<file path="src/rtl/plru_pkg.sv">
package plru_pkg;

   // Heap child reached while reading a node bit during the victim walk
   function automatic int read_child(int idx, logic f);
      return 2 * idx + int'(f) + 1;
   endfunction

   // Heap child reached while writing a way bit during the update walk
   function automatic int write_child(int idx, logic b);
      return 2 * idx + 2 - int'(b);
   endfunction

   function automatic bit is_pow2(int n);
      return (n > 0) && ((n & (n - 1)) == 0);
   endfunction

endpackage

</file>
<file path="src/rtl/plru_victim_walk.sv">
module plru_victim_walk #(
   parameter int DEPTH = 3,
   localparam int NODES = (1 << DEPTH) - 1
) (
   input  logic [NODES-1:0] tree,
   output logic [DEPTH-1:0] way
);
   import plru_pkg::*;

   always_comb begin
      int idx;
      idx = 0;
      way = '0;
      for (int lvl = 0; lvl < DEPTH; lvl++) begin
         way[DEPTH-1-lvl] = ~tree[idx];
         idx = read_child(idx, tree[idx]);
      end
   end

endmodule

</file>
<file path="src/rtl/plru_update_walk.sv">
module plru_update_walk #(
   parameter int DEPTH = 3,
   localparam int NODES = (1 << DEPTH) - 1
) (
   input  logic [DEPTH-1:0] way,
   output logic [NODES-1:0] mask,
   output logic [NODES-1:0] val
);
   import plru_pkg::*;

   always_comb begin
      int idx;
      logic b;
      idx  = 0;
      mask = '0;
      val  = '0;
      for (int lvl = 0; lvl < DEPTH; lvl++) begin
         b         = way[DEPTH-1-lvl];
         mask[idx] = 1'b1;
         val[idx]  = b;
         idx       = write_child(idx, b);
      end
   end

endmodule

</file>
<file path="src/rtl/plru_state_array.sv">
module plru_state_array #(
   parameter int NUM_SETS = 16,
   parameter int NODES    = 7,
   parameter int SET_W    = 4
) (
   input  logic             clk,
   input  logic             rst_n,
   input  logic [SET_W-1:0] rd_set,
   output logic [NODES-1:0] rd_tree,
   input  logic             wa_en,
   input  logic [SET_W-1:0] wa_set,
   input  logic [NODES-1:0] wa_mask,
   input  logic [NODES-1:0] wa_val,
   input  logic             wb_en,
   input  logic [SET_W-1:0] wb_set,
   input  logic [NODES-1:0] wb_mask,
   input  logic [NODES-1:0] wb_val
);

   logic [NUM_SETS-1:0][NODES-1:0] tree_q;
   logic [NUM_SETS-1:0][NODES-1:0] tree_d;

   always_comb begin
      rd_tree = '0;
      for (int s = 0; s < NUM_SETS; s++) begin
         if (rd_set == SET_W'(s)) rd_tree = tree_q[s];
      end
   end

   // Port A is applied first, port B after it. The caller guarantees that
   // the two ports never name the same set in one cycle.
   always_comb begin
      tree_d = tree_q;
      for (int s = 0; s < NUM_SETS; s++) begin
         if (wa_en && wa_set == SET_W'(s))
            tree_d[s] = (tree_d[s] & ~wa_mask) | (wa_val & wa_mask);
         if (wb_en && wb_set == SET_W'(s))
            tree_d[s] = (tree_d[s] & ~wb_mask) | (wb_val & wb_mask);
      end
   end

   always_ff @(posedge clk) begin
      if (!rst_n) tree_q <= '0;
      else        tree_q <= tree_d;
   end

endmodule

</file>
<file path="src/rtl/plru_tree_repl.sv">
module plru_tree_repl #(
   parameter int NUM_WAYS = 8,
   parameter int NUM_SETS = 16,
   localparam int WAY_W = (NUM_WAYS > 1) ? $clog2(NUM_WAYS) : 1,
   localparam int SET_W = (NUM_SETS > 1) ? $clog2(NUM_SETS) : 1
) (
   input  logic             clk,
   input  logic             rst_n,
   input  logic             vic_req,
   input  logic [SET_W-1:0] vic_set,
   output logic [WAY_W-1:0] vic_way,
   input  logic             touch_en,
   input  logic [SET_W-1:0] touch_set,
   input  logic [WAY_W-1:0] touch_way
);
   import plru_pkg::*;

   localparam int DEPTH = (NUM_WAYS > 1) ? $clog2(NUM_WAYS) : 0;
   localparam int NODES = (NUM_WAYS > 1) ? NUM_WAYS - 1 : 1;

   initial begin
      assert (is_pow2(NUM_WAYS))
         else $error("plru_tree_repl: NUM_WAYS must be a power of two");
      assert (NUM_SETS >= 1)
         else $error("plru_tree_repl: NUM_SETS must be at least 1");
   end

   if (NUM_WAYS == 1) begin : g_single
      logic unused_inputs;
      assign unused_inputs = ^{clk, rst_n, vic_req, vic_set,
                               touch_en, touch_set, touch_way};
      assign vic_way = '0;
   end else begin : g_tree
      logic [NODES-1:0] cur_tree;
      logic [NODES-1:0] vic_mask, vic_val;
      logic [NODES-1:0] tch_mask, tch_val;
      logic             collide;
      logic             tch_apply;

      assign collide   = vic_req && touch_en && (vic_set == touch_set);
      assign tch_apply = touch_en && !collide;

      plru_state_array #(
         .NUM_SETS (NUM_SETS),
         .NODES    (NODES),
         .SET_W    (SET_W)
      ) u_state (
         .clk     (clk),
         .rst_n   (rst_n),
         .rd_set  (vic_set),
         .rd_tree (cur_tree),
         .wa_en   (vic_req),
         .wa_set  (vic_set),
         .wa_mask (vic_mask),
         .wa_val  (vic_val),
         .wb_en   (tch_apply),
         .wb_set  (touch_set),
         .wb_mask (tch_mask),
         .wb_val  (tch_val)
      );

      plru_victim_walk #(.DEPTH(DEPTH)) u_pick (
         .tree (cur_tree),
         .way  (vic_way)
      );

      plru_update_walk #(.DEPTH(DEPTH)) u_upd_vic (
         .way  (vic_way),
         .mask (vic_mask),
         .val  (vic_val)
      );

      plru_update_walk #(.DEPTH(DEPTH)) u_upd_tch (
         .way  (touch_way),
         .mask (tch_mask),
         .val  (tch_val)
      );
   end

endmodule

</file>
<file path="config.mk">
export PLATFORM = sky130hd
export DESIGN_NAME = plru_tree_repl
export DESIGN_NICKNAME = d
export VERILOG_FILES = /design/src/rtl/plru_pkg.sv /design/src/rtl/plru_victim_walk.sv /design/src/rtl/plru_update_walk.sv /design/src/rtl/plru_state_array.sv /design/src/rtl/plru_tree_repl.sv
export SDC_FILE = /design/constraint.sdc
export NUM_CORES = 1
export LEC_CHECK = 0
export BUFFER_PORTS_ARGS = -buffer_cell sky130_fd_sc_hd__buf_2
export CAP_MARGIN = 20
export CORE_MARGIN = 2
export CORE_UTILIZATION = 30
export DETAILED_ROUTE_END_ITERATION = 8
export PLACE_DENSITY_LB_ADDON = 0.08
export SLEW_MARGIN = 40
export SYNTH_ARGS = -nofsm -noshare
export SYNTH_HDL_FRONTEND = slang
export SYNTH_HIERARCHICAL = 1
export SYNTH_SLANG_ARGS = --single-unit
</file>
<file path="constraint.sdc">
create_clock -name clk -period 10.2 [get_ports clk]
set_input_delay 1.53 -clock clk [delete_from_list [all_inputs] [get_ports clk]]
set_output_delay 1.53 -clock clk [all_outputs]
set_load 0.1 [all_outputs]
</file>
==> flow_summary.json, run 1 <==
{
  "synth_cell_type_count": 61,
  "grt_pass1_vias": 6818,
  "clock_latency_ns": 0.36,
  "p_int_w": 0.000693,
  "pre_cts_slack_ns": 3.86,
  "grtUsageTotal": 0.228,
  "cp.required_ns": 8.67,
  "cts_hold_buf": 0,
  "rsz0062_at_grt": "false",
  "hold_class": "flop to flop",
  "diodes": 0,
  "post_cts_buffers": 0,
  "yosys_warnings": 6,
  "cts_tree": "yes",
  "ir_worst_vdd_v": 0.0000629,
  "final_nets": 949,
  "cap_viol_max_count": 0,
  "drc": 0,
  "ys_seq_area_frac": 0.296,
  "cp-end-kind": "output pin",
  "hold_viol_final": 0,
  "status": "completed",
  "synth_nets": 995,
  "top_level_ports": 18,
  "p_seq_frac": 0.440,
  "start_util": 0.304,
  "rr_endpoint": "g_tree.u_state/tree_q[52]",
  "p_switching_w": 0.000327,
  "whs_path_depth": 2,
  "viasPerCell": 5.51,
  "whs_ns": 0.546,
  "power_w": 0.00102,
  "cts_root_buffer": "clkbuf_16",
  "slew_headroom": 0.438,
  "cts.repair.resized": 0,
  "finalCritPeriodShare": 0.624,
  "core_area_um2": 25000,
  "n_fill_cell": 2741,
  "async_reset_ff_frac": 0,
  "crit_arrival_ns": 4.83,
  "hp-start": "g_tree.u_state/tree_q[8]",
  "portBuffers": 17,
  "gr-total-overflow": 0,
  "clk_pin_slew_ns": 0.08,
  "yosysTopAreaCellShare": 0.296,
  "path_class": "input port to output pin",
  "cp_max_fo": 45,
  "reg2reg_depth": 9,
  "dp_hpwl_mm": 17.5,
  "gp_congestion": 0.764,
  "worst_slew_pin_slew_ns": 0.839,
  "ff2ff_setup_slack_ns": 6.32,
  "min_to": "g_tree.u_state/tree_q[8]",
  "drt_wl_total_mm": 29.7,
  "synthFlopType": "dfxtp_1",
  "largest_register": "g_tree.u_state/tree_q",
  "switching_share": 0.321,
  "final_layout_size_suffix_gt1_frac": 0.101,
  "p_comb_frac": 0.186,
  "synth_seq_cells": 112,
  "grt_max_degree": 97,
  "final_common_cell": "a21oi_1",
  "synth_area_leaders": "dfxtp_1, mux2i_1, a21oi_1, o21ai_0, nand3_1",
  "clock.fmax_ghz": 0.157,
  "cts_made_buffers": 9,
  "initialDrtViolationCount": 545,
  "syn_area_per_cell_um2": 7.83,
  "largest_reg_flops": 112,
  "tns_ns": 0,
  "syn_area_um2": 7580,
  "grt_pass1_wl_mm": 45.2,
  "synth_area_leader_cell": "dfxtp_1",
  "reg_top3": "g_tree.u_state/tree_q (112)",
  "maxSlewViolCount": 0,
  "h-tree-depth": 3,
  "min_period_ns": 6.36,
  "wire_per_inst_um": 23.6,
  "p_leak_nw": 3.34,
  "rows": 58,
  "setup_violations": 0,
  "p_per_area_nw_per_um2": 124,
  "vias": 6927,
  "antenna_found_initial": 0,
  "areaGrowthSynthToFinish_pct": 8.27,
  "fp.dieW_um": 163,
  "clock_path_buffers": 2,
  "synth_edf_count": 0,
  "setup_slack_ns": 3.84,
  "syn_inst": 968,
  "dr.pass1.iters": 6,
  "cts_sinks": 112,
  "dieArea_um2": 26600,
  "critPathLaunchType": "input port",
  "dieHeight_um": 163,
  "layout_common_cells": "a21oi_1, mux2i_1, o21ai_0",
  "skew_ns": 0.0122,
  "ant_nets": 0,
  "clkPwrFrac": 0.374,
  "worstReg2RegStart": "g_tree.u_state/tree_q[15]"
}
## worst max-delay path: stages
cell and delay (ns):
buf_2 0.35, buf_4 0.62, mux4_1 0.64, mux2_2 0.28, a21o_1 0.23, mux2i_1 0.56, buf_2 0.58
## Yosys cell counts, drive strengths merged, types with 9 or more instances
library cell  instances
nand3               115
a21oi               128
clkbuf               55
ha                   12
nor2                 19
o21ai               124
dfxtp               112
mux4                 16
mux2i               125
nand2               120
buf                  41
nand2b               10
mux2                  9
and2                  9
## power groups by stage
stage,registers [W],logic (W),clock network [W]
after CTS,0.000449,0.000187,0.000395
after global routing,0.000450,0.000204,0.000408
after floorplan,0.000457,0.000127,0
after global placement,0.000459,0.000185,0
after detailed placement,0.000459,0.000187,0
final,0.000449,0.000189,0.000382
## how the worst max path moves through the flow
| stage | start | end | slack (ns) | cells after the start |
|---|---|---|---|---|
| global route | vic_set[0] | vic_way[1] | 3.68 | 8 |
| finish | vic_set[0] | vic_way[1] | 3.84 | 7 |
| global placement | vic_set[0] | vic_way[1] | 3.91 | 8 |
| CTS | vic_set[0] | vic_way[1] | 3.87 | 7 |
| detailed placement | vic_set[0] | vic_way[1] | 3.86 | 7 |
| floorplan | vic_set[0] | g_tree.u_state/tree_q[50] | 3.53 | 16 |
## per-stage QoR
stage / instance area [µm²] / std cells / util
global placement: 7840 / 1240 / 0.314
finish: 8210 / 1257 / 0.329
global route: 8210 / 1257 / 0.329
CTS: 8210 / 1257 / 0.329
floorplan: 7580 / 968 / -
detailed placement: 7900 / 1241 / 0.316
## metal layers
| metal | up-vias | global-route usage | part of all wire |
|---|---|---|---|
| li1 | 3396 | - | - |
| met1 | 3339 | 0.311 | 0.47 |
| met2 | 152 | 0.366 | 0.46 |
| met3 | 40 | 0.0369 | 0.045 |
| met4 | 0 | 0.0788 | 0.031 |
| met5 | - | 0 | 0 |
## area by class of cell
class / instances / area [µm²] / share of cell area
clock buffers: 10 / 239 / 0.0291
clock inverters: 6 / 66.3 / 0.00808
multi-input cells: 753 / 4950 / 0.603
repair buffers: 39 / 274 / 0.0334
well taps: 330 / 413 / 0.0503
flip-flops and latches: 112 / 2240 / 0.273
inverters: 7 / 26.3 / 0.00320
## cells by family after synthesis
| logic type | after synthesis | share of synthesized area |
|---|---|---|
| AND/OR/NAND/NOR | 305 | 0.192 |
| adder cells (fa/ha/maj) | 12 | 0.0198 |
| XOR/XNOR | 4 | 0.00462 |
| other | 2 | 0.000991 |
| AO/OA/AOI/OAI | 280 | 0.197 |
| multiplexers | 150 | 0.230 |
| buffers and inverters | 103 | 0.0596 |
| flip-flops | 112 | 0.296 |
Note: power is estimated with default switching activity, not from simulation.
==> run 2: changes to the inputs <==
- ABC_AREA: not set -> 1
- clock period: 10.2 -> 5.9 ns (I/O delays scaled with it)
==> run 2 against run 1 <==
Critical path depth rose by 15. Global-route usage rose by 7.0 points. Critical path type is now input port to flop. Count of clock-buffer cells in the layout did not move. Power rose by 77%. Cell count rose by 19%. Sequential share of layout area fell by 0.075 points. Sequential cell count did not move. Die area fell by 1.1%. First-iteration DRC count rose by 140%. Via count rose by 27%. Sequential power rose by 73%.
==> flow_summary.json, run 2 <==
{
  "reg_top3": "g_tree.u_state/tree_q (112)",
  "fin_area_um2": 8230,
  "fin_util": 0.337,
  "drt_wl_total_mm": 38.8,
  "synth_seq_cells": 112,
  "clk_pin_slew_ns": 0.08,
  "grt_pass1_vias": 8187,
  "start_util": 0.307,
  "cts.repair.resized": 0,
  "slew_headroom": 0.446,
  "min_period_ns": 4.84,
  "h-tree-depth": 3,
  "rows": 57,
  "synth_area_leader_cell": "dfxtp_1",
  "dieHeight_um": 162,
  "synthFlopType": "dfxtp_1",
  "clock_latency_ns": 0.38,
  "crit_arrival_ns": 5.12,
  "path_class": "input port to flop",
  "final_nets": 1200,
  "finalCritPeriodShare": 0.820,
  "ir_worst_vdd_v": 0.000123,
  "fin_cells": 1502,
  "rsz0062_at_grt": "false",
  "pre_cts_slack_ns": 0.654,
  "cts_root_buffer": "clkbuf_16",
  "maxSlewViolCount": 0,
  "p_per_area_nw_per_um2": 220,
  "largest_register": "g_tree.u_state/tree_q",
  "yosysMostFrequentCell": "nand2_1",
  "areaGrowthSynthToFinish_pct": 9.85,
  "grt_max_degree": 45,
  "tns_ns": 0,
  "placedCellCount": 1486,
  "netlist_top_cells_count": "nand2_1, inv_1, dfxtp_1",
  "core_area_um2": 24400,
  "final_common_cell": "nand2_1",
  "synth_area_leaders": "dfxtp_1, nand2_1, inv_1, a21oi_1, o21ai_0",
  "critPathLaunchType": "input port",
  "status": "completed",
  "n_fill_cell": 2758,
  "setup_slack_ns": 1.06,
  "skew_ns": 0.0131,
  "async_reset_ff_frac": 0,
  "worstReg2RegStart": "g_tree.u_state/tree_q[7]",
  "yosysTopAreaCellShare": 0.299,
  "crit_chain": "buf_2 > nor2_4 > inv_2 > nor2_1 > a21oi_1 > nand3_1 > nand2_1 > nand4_1 > nor2_1 > nand3_1 > inv_2 > o21ai_1 > inv_2 > ha_2 > nand2_2 > nor2_2 > nand2_1 > nand2_1 > nand2_1 > inv_1 > a221oi_1 > a311oi_1",
  "cts_tree": "yes",
  "portBuffers": 17,
  "diodes": 0,
  "grt_pass1_wl_mm": 57.1,
  "cp_max_fo": 11,
  "viasPerCell": 5.85,
  "hp-start": "g_tree.u_state/tree_q[98]",
  "grtUsageTotal": 0.299,
  "final_layout_size_suffix_gt1_frac": 0.0925,
  "syn_inst": 1171,
  "gr-total-overflow": 0,
  "largest_reg_flops": 112,
  "setup_violations": 0,
  "cap_viol_max_count": 0,
  "cts_hold_buf": 0,
  "worst_slew_pin_slew_ns": 0.832,
  "vias": 8792,
  "syn_area_per_cell_um2": 6.40,
  "cts_made_buffers": 9,
  "ys_seq_area_frac": 0.299,
  "antenna_found_initial": 0,
  "crit_top_cell": "nand2_1",
  "cp_slowest_cell": "nor2_1",
  "hold_viol_final": 0,
  "synth_nets": 1198,
  "crit_start": "vic_set[0]",
  "synth_edf_count": 0,
  "reg2reg_depth": 23,
  "initialDrtViolationCount": 1284,
  "dp_hpwl_mm": 27.2,
  "dieArea_um2": 26300,
  "whs_path_depth": 2,
  "clock.fmax_ghz": 0.207,
  "clock_path_buffers": 2,
  "synth_cell_type_count": 35,
  "drc": 0,
  "gp_congestion": 0.984,
  "cp.required_ns": 6.18,
  "layout_common_cells": "nand2_1, inv_1, dfxtp_1",
  "cp-end-kind": "flop",
  "fp.dieW_um": 162,
  "syn_area_um2": 7490,
  "yosys_warnings": 6,
  "placed_area_um2": 7950,
  "cts_sinks": 112,
  "top_level_ports": 18,
  "dr.pass1.iters": 6,
  "max_stage_delay_ns": 0.55,
  "post_cts_buffers": 0,
  "ant_nets": 0,
  "p_leak_nw": 3.09,
  "wire_per_inst_um": 25.8,
  "hold_class": "flop to flop"
}
==> run 2: cell types whose count changed after synthesis, moves of 46 or more <==
cell	delta
nand2_1	+169
inv_1	+138
mux2i_1	-125
nand3_1	-69
nor2_1	+67
a311oi_1	+46
==> run 2: metal layers <==
layer | track usage | wire length [µm] | vias up
li1 | - | - | 4029
met1 | 0.421 | 17100 | 4200
met2 | 0.447 | 16400 | 479
met3 | 0.0493 | 3450 | 84
met4 | 0.131 | 1810 | 0
met5 | 0 | 0 | -
==> run 2: power breakdown <==
| part | switching [W] | internal [W] |
|---|---|---|
| Clock | 0.000339 | 0.000296 |
| Sequential | 0.00000833 | 0.000768 |
| Combinational | 0.000325 | 0.0000720 |
==> run 2: kinds of logic (layout without fill, tap and decap cells) <==
family          after synthesis  in the layout  share of synthesized area
other cells                   2              2                    0.00100
buf+inv                     209            216                      0.110
simple gates                488            488                      0.281
compound gates              348            348                      0.288
fa+ha+maj                    12             12                     0.0200
flops                       112            112                      0.299
==> run 2: path summary, 6_finish.rpt <==
kind / endpoint / slack, ns
setup reg to reg: g_tree.u_state/tree_q[99] / 1.87
hold / removal: g_tree.u_state/tree_q[98] / 0.49
hold reg to reg: g_tree.u_state/tree_q[98] / 0.49
setup / recovery: g_tree.u_state/tree_q[99] / 1.06
==> run 2: layout make-up <==
cell class / count / area, µm² / area share
Inverter: 158 / 593 / 0.0721
Sequential cell: 112 / 2240 / 0.272
Tap cell: 324 / 405 / 0.0493
Timing Repair Buffer: 42 / 273 / 0.0331
Multi-Input combinational cell: 850 / 4440 / 0.539
Clock buffer: 10 / 229 / 0.0278
Clock inverter: 6 / 51.3 / 0.00623
==> run 2: worst max-delay path, delay by kind of cell <==
family,cells,cell delay (ns)
AND/OR/NAND/NOR,12,2.07
adder cells (fa/ha/maj),1,0.37
buffers and inverters,5,0.87
AO/OA/AOI/OAI,4,0.92
==> run 2: through the flow <==
step                      hold WS [ns]  total power [W]
after global placement           0.476          0.00117
after CTS                        0.489          0.00180
final                            0.492          0.00181
after floorplan                  0.446         0.000998
after global routing             0.502          0.00186
after detailed placement         0.477          0.00117
